### config.mk
export PLATFORM = sky130hd
export DESIGN_NAME = wbm_mover
export DESIGN_NICKNAME = d
export VERILOG_FILES = /design/src/rtl/wbm_pkg.sv /design/src/rtl/wbm_ring.sv /design/src/rtl/wbm_packer.sv /design/src/rtl/wbm_unpacker.sv /design/src/rtl/wbm_mover.sv
export SDC_FILE = /design/constraint.sdc
export NUM_CORES = 1
export LEC_CHECK = 0
export ABC_AREA = 0
export BUFFER_PORTS_ARGS = -buffer_cell sky130_fd_sc_hd__buf_2
export CORE_ASPECT_RATIO = 0.9
export CORE_MARGIN = 4
export CORE_UTILIZATION = 39
export CTS_CLUSTER_SIZE = 16
export DETAILED_ROUTE_END_ITERATION = 10
export PLACE_DENSITY = 0.57
export SKIP_CTS_REPAIR_TIMING = 1
export SLEW_MARGIN = 30
export SYNTH_ARGS = -nofsm -noshare
export SYNTH_HDL_FRONTEND = slang
export SYNTH_HIERARCHICAL = 1
export SYNTH_SLANG_ARGS = --single-unit
export TNS_END_PERCENT = 100
### constraint.sdc
create_clock -name clk -period 7.59 [get_ports clk]
set_clock_uncertainty 0.1 [all_clocks]
set_input_delay 0 -clock clk [delete_from_list [all_inputs] [get_ports clk]]
set_output_delay 0 -clock clk [all_outputs]
set_load 0.02 [all_outputs]
### src/rtl/wbm_pkg.sv
package wbm_pkg;

    localparam int WORD_W   = 32;
    localparam int BYTE_W   = 8;
    localparam int LANES    = WORD_W / BYTE_W;
    localparam int LANE_W   = $clog2(LANES);
    localparam int STATUS_W = 11;

    // status bit positions
    localparam int ST_DATA_FLAG = 0;
    localparam int ST_DATA_IRQ  = 8;
    localparam int ST_BLK_IRQ   = 9;
    localparam int ST_IRQ_LO    = 8;
    localparam int ST_IRQ_HI    = 10;

    // debug word layout
    localparam logic [31:0] DBG_RESET      = 32'h0000_C60F;
    localparam int          DBG_FILL_LO    = 4;
    localparam int          DBG_FILL_W     = 5;
    localparam logic [3:0]  DBG_STATE_DATA = 4'h1;

    typedef enum logic {
        DIR_WRITE = 1'b0,
        DIR_READ  = 1'b1
    } xfer_dir_e;

    typedef struct packed {
        logic              valid;
        logic              full;
        logic [WORD_W-1:0] word;
    } word_push_t;

    function automatic logic [31:0] scrub_dbg(input logic [31:0] v);
        logic [31:0] r;
        r = v;
        if (v[3:0] == 4'hF) r[3:0] = 4'h0;
        return r;
    endfunction

endpackage

### src/rtl/wbm_ring.sv
module wbm_ring
    import wbm_pkg::*;
#(
    parameter int DEPTH = 16
) (
    input  logic              clk,
    input  logic              rst,
    input  logic              push,
    input  logic [WORD_W-1:0] push_data,
    input  logic              pop,
    output logic [WORD_W-1:0] head,
    output logic              empty,
    output logic              full,
    output logic [$clog2(DEPTH):0] level_nxt
);
    localparam int AW = $clog2(DEPTH);
    localparam int LW = AW + 1;

    logic [WORD_W-1:0] mem [DEPTH];
    logic [AW-1:0]     wr_ptr_q, rd_ptr_q;
    logic [LW-1:0]     level_q;
    logic              push_ok, pop_ok;

    assign empty   = (level_q == '0);
    assign full    = (level_q == LW'(DEPTH));
    assign push_ok = push && !full;
    assign pop_ok  = pop && !empty;
    assign head    = mem[rd_ptr_q];

    always_comb begin
        level_nxt = level_q;
        if (push_ok) level_nxt = level_nxt + 1'b1;
        if (pop_ok)  level_nxt = level_nxt - 1'b1;
    end

    always_ff @(posedge clk) begin
        if (push_ok) mem[wr_ptr_q] <= push_data;
    end

    always_ff @(posedge clk) begin
        if (rst) begin
            wr_ptr_q <= '0;
            rd_ptr_q <= '0;
            level_q  <= '0;
        end else begin
            if (push_ok) wr_ptr_q <= wr_ptr_q + 1'b1;
            if (pop_ok)  rd_ptr_q <= rd_ptr_q + 1'b1;
            level_q <= level_nxt;
        end
    end
endmodule

### src/rtl/wbm_packer.sv
module wbm_packer
    import wbm_pkg::*;
(
    input  logic              clk,
    input  logic              rst,
    input  logic              take,
    input  logic [BYTE_W-1:0] byte_in,
    input  logic              flush,
    output word_push_t        push_o
);
    logic [LANE_W-1:0] lane_q;
    logic [WORD_W-1:0] acc_q;
    logic [WORD_W-1:0] merged;
    logic              last_lane;

    assign last_lane = (lane_q == LANE_W'(LANES - 1));
    assign merged    = acc_q | (WORD_W'(byte_in) << (int'(lane_q) * BYTE_W));

    always_comb begin
        push_o.valid = (take && last_lane) || (flush && lane_q != '0);
        push_o.full  = take;
        push_o.word  = take ? merged : acc_q;
    end

    always_ff @(posedge clk) begin
        if (rst) begin
            lane_q <= '0;
            acc_q  <= '0;
        end else if (take) begin
            if (last_lane) begin
                lane_q <= '0;
                acc_q  <= '0;
            end else begin
                lane_q <= lane_q + 1'b1;
                acc_q  <= merged;
            end
        end else if (flush) begin
            lane_q <= '0;
            acc_q  <= '0;
        end
    end
endmodule

### src/rtl/wbm_unpacker.sv
module wbm_unpacker
    import wbm_pkg::*;
(
    input  logic              clk,
    input  logic              rst,
    input  logic              step,
    input  logic              clear,
    input  logic [WORD_W-1:0] head,
    output logic              pop,
    output logic              has_bytes,
    output logic [BYTE_W-1:0] tx_byte
);
    logic [WORD_W-BYTE_W-1:0] hold_q;
    logic [LANE_W-1:0]        left_q;

    assign has_bytes = (left_q != '0);
    assign pop       = step && !has_bytes;
    assign tx_byte   = has_bytes ? hold_q[BYTE_W-1:0] : head[BYTE_W-1:0];

    always_ff @(posedge clk) begin
        if (rst || clear) begin
            hold_q <= '0;
            left_q <= '0;
        end else if (step) begin
            if (!has_bytes) begin
                hold_q <= head[WORD_W-1:BYTE_W];
                left_q <= LANE_W'(LANES - 1);
            end else begin
                hold_q <= hold_q >> BYTE_W;
                left_q <= left_q - 1'b1;
            end
        end
    end
endmodule

### src/rtl/wbm_mover.sv
module wbm_mover
    import wbm_pkg::*;
#(
    parameter int FIFO_DEPTH = 16,
    parameter int BLK_W      = 9,
    parameter int BSIZE_W    = 16
) (
    input  logic                     clk,
    input  logic                     rst,
    input  logic                     cfg_wr,
    input  logic                     cfg_data_irq_en,
    input  logic                     cfg_blk_irq_en,
    input  logic                     cmd_go,
    input  logic                     cmd_dir,
    input  logic                     bsize_wr,
    input  logic [BSIZE_W-1:0]       bsize_wdata,
    input  logic                     blkcnt_wr,
    input  logic [BLK_W-1:0]         blkcnt_wdata,
    input  logic                     dp_wr,
    input  logic [31:0]              dp_wdata,
    input  logic                     dp_rd,
    output logic [31:0]              dp_rdata,
    input  logic                     sts_clr,
    input  logic [10:0]              sts_clr_mask,
    output logic [10:0]              status,
    output logic                     irq,
    input  logic                     dbg_wr,
    input  logic [31:0]              dbg_wdata,
    output logic [31:0]              dbg_q,
    input  logic                     card_rx_ready,
    input  logic [7:0]               card_rx_byte,
    output logic                     card_rx_take,
    output logic                     card_tx_valid,
    output logic [7:0]               card_tx_byte,
    output logic [BLK_W+BSIZE_W-1:0] bytes_left
);
    localparam int CNT_W = BLK_W + BSIZE_W;
    localparam int LVL_W = $clog2(FIFO_DEPTH) + 1;

    xfer_dir_e          dir_q;
    logic               data_irq_en_q, blk_irq_en_q;
    logic [BSIZE_W-1:0] bsize_q;
    logic [CNT_W-1:0]   cnt_q;
    logic               armed_q;
    logic [STATUS_W-1:0] status_q;
    logic [31:0]        dbg_r;
    logic [31:0]        rdata_q;

    logic               trig, engine_free, rd_move, wr_move, move, step_end, done;
    logic               fifo_empty, fifo_full;
    logic [WORD_W-1:0]  fifo_head;
    logic [LVL_W-1:0]   level_nxt;
    word_push_t         pk_push;
    logic               up_pop, up_has, up_clear;
    logic [BYTE_W-1:0]  up_byte;

    assign trig        = dp_wr || dp_rd || cfg_wr || cmd_go || blkcnt_wr;
    assign engine_free = armed_q && !trig && (cnt_q != '0);
    assign rd_move     = engine_free && dir_q == DIR_READ && card_rx_ready && !fifo_full;
    assign wr_move     = engine_free && dir_q == DIR_WRITE && (up_has || !fifo_empty);
    assign move        = rd_move || wr_move;
    assign step_end    = armed_q && !trig && !move;
    assign done        = move && (cnt_q == CNT_W'(1));
    assign up_clear    = cmd_go || blkcnt_wr || done;

    wbm_ring #(.DEPTH(FIFO_DEPTH)) u_ring (
        .clk       (clk),
        .rst       (rst),
        .push      (dp_wr || pk_push.valid),
        .push_data (dp_wr ? dp_wdata : pk_push.word),
        .pop       (dp_rd || up_pop),
        .head      (fifo_head),
        .empty     (fifo_empty),
        .full      (fifo_full),
        .level_nxt (level_nxt)
    );

    wbm_packer u_pack (
        .clk     (clk),
        .rst     (rst),
        .take    (rd_move),
        .byte_in (card_rx_byte),
        .flush   (step_end && dir_q == DIR_READ),
        .push_o  (pk_push)
    );

    wbm_unpacker u_unpack (
        .clk       (clk),
        .rst       (rst),
        .step      (wr_move),
        .clear     (up_clear),
        .head      (fifo_head),
        .pop       (up_pop),
        .has_bytes (up_has),
        .tx_byte   (up_byte)
    );

    // control registers and byte count
    always_ff @(posedge clk) begin
        if (rst) begin
            dir_q         <= DIR_WRITE;
            data_irq_en_q <= 1'b0;
            blk_irq_en_q  <= 1'b0;
            bsize_q       <= '0;
            cnt_q         <= '0;
            armed_q       <= 1'b0;
            rdata_q       <= '0;
        end else begin
            if (cmd_go) dir_q <= xfer_dir_e'(cmd_dir);
            if (cfg_wr) begin
                data_irq_en_q <= cfg_data_irq_en;
                blk_irq_en_q  <= cfg_blk_irq_en;
            end
            if (bsize_wr) bsize_q <= bsize_wdata;
            if (blkcnt_wr)  cnt_q <= CNT_W'(blkcnt_wdata) * CNT_W'(bsize_q);
            else if (move)  cnt_q <= cnt_q - 1'b1;
            if (trig)          armed_q <= 1'b1;
            else if (step_end) armed_q <= 1'b0;
            if (dp_rd) rdata_q <= fifo_empty ? '0 : fifo_head;
        end
    end

    // status register: sets win over a same-cycle clear
    always_ff @(posedge clk) begin
        if (rst) begin
            status_q <= '0;
        end else begin
            logic [STATUS_W-1:0] nxt;
            nxt = sts_clr ? (status_q & ~sts_clr_mask) : status_q;
            if (pk_push.valid || up_pop) nxt[ST_DATA_FLAG] = 1'b1;
            if (((pk_push.valid && pk_push.full) || up_pop) && data_irq_en_q)
                nxt[ST_DATA_IRQ] = 1'b1;
            if (done && dir_q == DIR_WRITE && blk_irq_en_q)
                nxt[ST_BLK_IRQ] = 1'b1;
            status_q <= nxt;
        end
    end

    // debug word: software write wins over engine updates
    always_ff @(posedge clk) begin
        if (rst) begin
            dbg_r <= DBG_RESET;
        end else if (dbg_wr) begin
            dbg_r <= scrub_dbg(dbg_wdata);
        end else begin
            if (done) dbg_r[3:0] <= DBG_STATE_DATA;
            if (step_end)
                dbg_r[DBG_FILL_LO +: DBG_FILL_W] <= DBG_FILL_W'(level_nxt);
        end
    end

    assign dp_rdata      = rdata_q;
    assign status        = status_q;
    assign irq           = |status_q[ST_IRQ_HI:ST_IRQ_LO];
    assign dbg_q         = dbg_r;
    assign card_rx_take  = rd_move;
    assign card_tx_valid = wr_move;
    assign card_tx_byte  = up_byte;
    assign bytes_left    = cnt_q;

endmodule

* Word level (Yosys, flattened, before mapping)
Memory sizes are Yosys's and may differ from the RTL's. A register that Yosys moved wholly into a read port is not among the register bits.
Cells that the tools add are included.
** Operators by class
- Add/sub/neg operators :: 7
- Multiply operators :: 1
- Equality and inequality tests :: 4
- Shift-type cells :: 1
- Multiplexer cells :: 30
- Bitwise logic cells :: 4
- Reductions and logical operators :: 51
** Operators with widths (count)
- $mux W32 :: 6
- $mux W25 :: 2
- $or A32 B32 Y32 :: 1
- $shl A8 B5 Y32 :: 1
- $eq A25 B1 Y1 const B :: 1
- $mul A9 B16 Y25 :: 1
- $reduce_bool A25 Y1 :: 1
- $sub A25 B1 Y25 const B :: 1
- $mux W24 :: 1
- $reduce_bool A2 Y1 :: 10
- $logic_and A1 B1 Y1 :: 19
- $mux W4 :: 4
- $mux W5 :: 3
- $logic_or A1 B1 Y1 :: 14
- $and A11 B11 Y11 :: 1
- $not A11 Y11 :: 1
- $mux W10 :: 1
- $mux W9 :: 1
- $add A4 B1 Y4 const B :: 2
- $mux W2 :: 4
- $mux W8 :: 1
- $mux W1 :: 7
- $add A5 B1 Y5 const B :: 1
- $eq A5 B5 Y1 const B :: 1
- 9 further kinds :: 13
** Word-level totals
- Flip-flop bits (word level) :: 193
- Memory bits (writable) :: 512
- Word-level logic and storage cells :: 120
- Memories :: 1
** Memory list
- u_ring.mem :: words 16, width 32, rd ports 1, clocked after memory_dff 1, write ports 1, RTL line wbm_ring.sv:19 : logic [WORD_W-1:0] mem [DEPTH];

* Longest topological paths before layout
- Depth in word-level cells :: 23
- Depth in mapped cells :: 24

* Hierarchy
Netlist, hierarchy kept.
** By module, submodules not included
- wbm_ring :: instances 1, cells each 828, area each 20225.6 um^2, seq. area each 15715.1 um^2
- wbm_mover :: instances 1, cells each 1146, area each 9965.8 um^2, seq. area each 2402.3 um^2
- wbm_packer :: instances 1, cells each 127, area each 1473.9 um^2, seq. area each 680.7 um^2
- wbm_unpacker :: instances 1, cells each 131, area each 1280.0 um^2, seq. area each 520.5 um^2

* Least setup slack after synthesis
No wires, ideal clock.
- Kind :: reg-to-reg
- From :: register u_ring.level_q[0]
- To :: memory u_ring.mem[1][0] (enable)
- Setup time :: 0.501 ns
- Arrival time :: 6.407 ns
- Required time :: 6.989 ns
- Setup slack :: 0.581 ns
- Stages on the path, launching flop included :: 19
- Path buffers :: 4
- Path through :: dfxtp_1 -> inv_1 -> ha_1 -> or4b_1 -> clkbuf_1 -> inv_1 -> nand2b_1 -> mux2i_1 -> nand2b_1 -> clkbuf_1 -> nor2_1 -> nor3_1 -> inv_1 -> o21ai_0 -> or2_2 -> buf_2 -> nand2_1 -> buf_2 -> nor4_1
** RTL lines
- start: declaration :: RTL line wbm_ring.sv:21 : logic [LW-1:0] level_q;
- start signal: assignment :: RTL line wbm_ring.sv:48 : level_q <= level_nxt;
- end: declaration :: RTL line wbm_ring.sv:19

==> results.md <==
* Status: finished with violations
* Violations in the final reports: negative hold slack
* First-pass detailed-route iteration total at 5
* Simple-gate share of the synthesized area at 9.172%
* # diodes at 0
* Vias per Instance at 5.334
* HPWL after detailed placement at 59220 um
* Post-layout min period at 6.277 ns
* Mux share of post-synthesis cell area at 14.41%
* Area contributors post-synth: sky130_fd_sc_hd__edfxtp_1, sky130_fd_sc_hd__dfxtp_1, sky130_fd_sc_hd__mux4_2, sky130_fd_sc_hd__fa_1, sky130_fd_sc_hd__ha_1
* Yosys warning count at 6
* Number of endpoints with negative hold slack in the final report at 18
* Maxcap violations at 0
* Cell count after synthesis at 2232
* Share of the yosys chip area belonging to registers at 58.64%
* Layout-stage area growth over the synthesis result at 19.28%
* Final-report setup violation count at 0
* Share of the cycle needed by the critical path after routing at 82.70%
* Ys flop type: sky130_fd_sc_hd__edfxtp_1
* Number of standard-cell rows in the floorplan at 100
* Type of element launching the critical path: flop
* Wire length of the first global-routing pass at 127400 um
* Final Routed Wirelength at 87020 um
* Clock insertion delay at the later pin of the skew report at 0.61 ns
* Compound-cell area share of the yosys netlist at 4.736%
* Post-route total power at 10.81 mW
* Fill cells at 7213
* Syn Nets at 2512
* Die outline width at 314.4 um
* Initial antenna violation count at 7
* Count of different cell masters after synthesis at 83
* Post-CTS clock slew at the launch and capture registers of the worst setup and hold paths at 0.06 ns
* Register bit total from synthesis at 709
* Category of the critical setup timing path: flop to flop
* Type of element capturing the critical path: flop
* Maximum achievable frequency at 0.1593 GHz
* I/O pin count at 233
* Routability Congestion at 0.9128
* Adder and majority cell fraction of the synthesized area at 8.256%
* Reported leakage power at 14.85 nW
* Average cell area after synthesis at 14.76 um^2
* GRT Total Usage at 18.93%
* Vert. Die Dim at 283.7 um
* Final sum of negative setup slack at 0 ns
* Clock Root Buffer: sky130_fd_sc_hd__clkbuf_16
* Class of the tightest hold or removal check: input port to flop
* Num CTS Buffers at 75
* Worst hold slack at -0.02484 ns
* Share of layout cells above drive strength 1 at 23.26%
* Max Fanout on Critical Path at 11
* Largest net degree at the start of global routing at 98
* Xor and xnor area share after synthesis at 1.025%
* Remaining Overflow, GRT at 0
* Wire length per cell after detailed routing at 23.00 um
* Total number of vias at 20178
* Worst Path Required at 7.98 ns
* Post-layout util at 47.23%
* Largest family of logic cells by synthesized area: multiplexers
* Number of enable-type register cells in the synthesized netlist at 512
* Transition at the pin with the smallest max-transition slack at 0.9897 ns
* TritonCTS clock tree: built
* Area used by multi-input combinational logic at 12460 um^2
* Commonest non-fill, non-tap cell in the layout: sky130_fd_sc_hd__edfxtp_1
* Top library cells by usage in the layout, fill and taps aside: sky130_fd_sc_hd__edfxtp_1, sky130_fd_sc_hd__buf_2, sky130_fd_sc_hd__dfxtp_1
* Worst ir drop on vdd at 0.1597 mV
* Worst-case headroom to the max-slew limit at 34.02%
* Summed instance area of the synthesized netlist at 32950 um^2
* Total number of nets in the final design at 2883
* Proportion of netlist area held by the largest area contributor at 46.67%
* Fraction of registers with async set/reset at 0%
* Area used by sequential logic in the layout at 19330 um^2
* Die area at 89200 um^2
* Pwr Density at 275.1 nW/um^2
* Final routed DRC violation total at 0
* H-Tree Depth at 3
* Count of buffers from port buffering at 232
* Clock net sink count at 709
* Maximum buffer depth of the clock tree at 3
* Effective utilization at floorplan at 39.60%
* Antenna-violating nets left at 0
* Slew Viols, Final at 0
* Data arrival at the endpoint of the critical path at 6.67 ns
* Area of the core at 83200 um^2
* Drt initial violations at 1850
* Biggest area consumer among synthesized cells: sky130_fd_sc_hd__edfxtp_1
* Setup repair after global routing missed its margin: no
* Via count of the first global-routing pass at 19810
==> final cells by class <==
cell class,count,area share [%]
multi-input cells,1242,31.71
well taps,1122,3.572
flip-flops and latches,709,49.18
repair buffers,418,7.820
inverters,157,1.506
clock buffers,104,5.346
clock inverters,31,0.8628
==> sequential cells by signal (all words and copies together) (netlist names), 4 cells and up, named ones only <==
register,count
bsize_q,16
u_ring/wr_ptr_q,4
dp_rdata,32
u_pack/acc_q,32
bytes_left,25
u_ring/rd_ptr_q,4
u_ring/level_q,5
status,11
u_unpack/hold_q,24
dbg_q,32
u_ring/mem,512
==> final timing paths <==
path | from | cells after the start | end | slack (ns)
max | u_ring/level_q[0]$_SDFF_PP0_ | 21 | dbg_q[8]$_SDFFE_PP0P_ | 1.31
min | dbg_wr | 4 | dbg_q[10]$_SDFFE_PP1P_ | -0.02
max reg2reg | u_ring/level_q[0]$_SDFF_PP0_ | 21 | dbg_q[8]$_SDFFE_PP0P_ | 1.31
min reg2reg | u_unpack/hold_q[18]$_SDFFE_PP0P_ | 2 | u_unpack/hold_q[18]$_SDFFE_PP0P_ | 0.37
==> layer usage <==
layer | routed length, um | GRT usage, % | vias up
li1 | - | - | 8965
met1 | 39060 | 27.97 | 10361
met2 | 38400 | 27.66 | 743
met3 | 7742 | 5.367 | 107
met4 | 1800 | 4.659 | 2
met5 | 13 | 0 | -
==> where the power goes <==
| part | total, mW | internal, mW | switching, mW |
|---|---|---|---|
| sequential | 4.52 | 4.34 | 0.188 |
| combinational | 2.64 | 1.13 | 1.51 |
| clock | 3.65 | 2.15 | 1.50 |
| total | 10.8 | 7.61 | 3.20 |
==> cell families after synthesis <==
kind of cell    Yosys count
fa+ha+maj               158
simple gates            555
flops                   709
xor+xnor                 37
compound gates          223
mux                     269
buf+inv                 281
==> critical path, cell delays in order, from the launching register on <==
cell	delay [ns]
sky130_fd_sc_hd__dfxtp_1	0.34
sky130_fd_sc_hd__inv_1	0.14
sky130_fd_sc_hd__ha_1	0.25
sky130_fd_sc_hd__or4b_1	0.61
sky130_fd_sc_hd__inv_1	0.18
sky130_fd_sc_hd__nand2b_1	0.11
sky130_fd_sc_hd__mux2i_1	0.34
sky130_fd_sc_hd__nand2b_1	0.37
sky130_fd_sc_hd__nor2_1	0.20
sky130_fd_sc_hd__nor3_1	0.33
sky130_fd_sc_hd__inv_1	0.16
sky130_fd_sc_hd__o21ai_0	0.32
sky130_fd_sc_hd__or2_2	0.29
sky130_fd_sc_hd__nand2_1	0.45
sky130_fd_sc_hd__mux2i_1	0.40
sky130_fd_sc_hd__ha_1	0.20
sky130_fd_sc_hd__nand3_1	0.13
sky130_fd_sc_hd__nor4_1	0.36
sky130_fd_sc_hd__nor2_1	0.09
sky130_fd_sc_hd__mux2i_1	0.13
sky130_fd_sc_hd__a211oi_1	0.08
sky130_fd_sc_hd__dlygate4sd3_1	0.58
==> cell usage after synthesis (all sizes together), types with 6 or more instances <==
| cell type | count |
|---|---|
| nor3b | 8 |
| nand4 | 11 |
| mux4 | 160 |
| clkbuf | 81 |
| ha | 59 |
| xnor2 | 18 |
| nand3 | 28 |
| mux2 | 41 |
| dfxtp | 197 |
| xor2 | 18 |
| fa | 99 |
| buf | 43 |
| nor2 | 138 |
| inv | 156 |
| or4 | 7 |
| nand2 | 106 |
| a211oi | 37 |
| a21o | 34 |
| nor3 | 24 |
| nand2b | 13 |
| a21oi | 68 |
| nor4 | 13 |
| mux2i | 68 |
| and2 | 95 |
| a2111oi | 6 |
| or3 | 7 |
| nor2b | 68 |
| o211ai | 11 |
| o21a | 7 |
| edfxtp | 512 |
| o21ai | 14 |
| and3 | 18 |
==> per-stage QoR <==
| step | instance area [um^2] | setup WS, ns | instances |
|---|---|---|---|
| after detailed placement | 35180 | 1.673 | 3481 |
| after global routing | 39300 | 0.7874 | 3783 |
| after CTS | 37620 | 1.643 | 3616 |
| final | 39300 | 1.313 | 3783 |
| after floorplan | 32950 | 0.5811 | 2232 |
| after global placement | 35070 | 1.837 | 3477 |
Note: power is estimated with default switching activity, not from simulation.
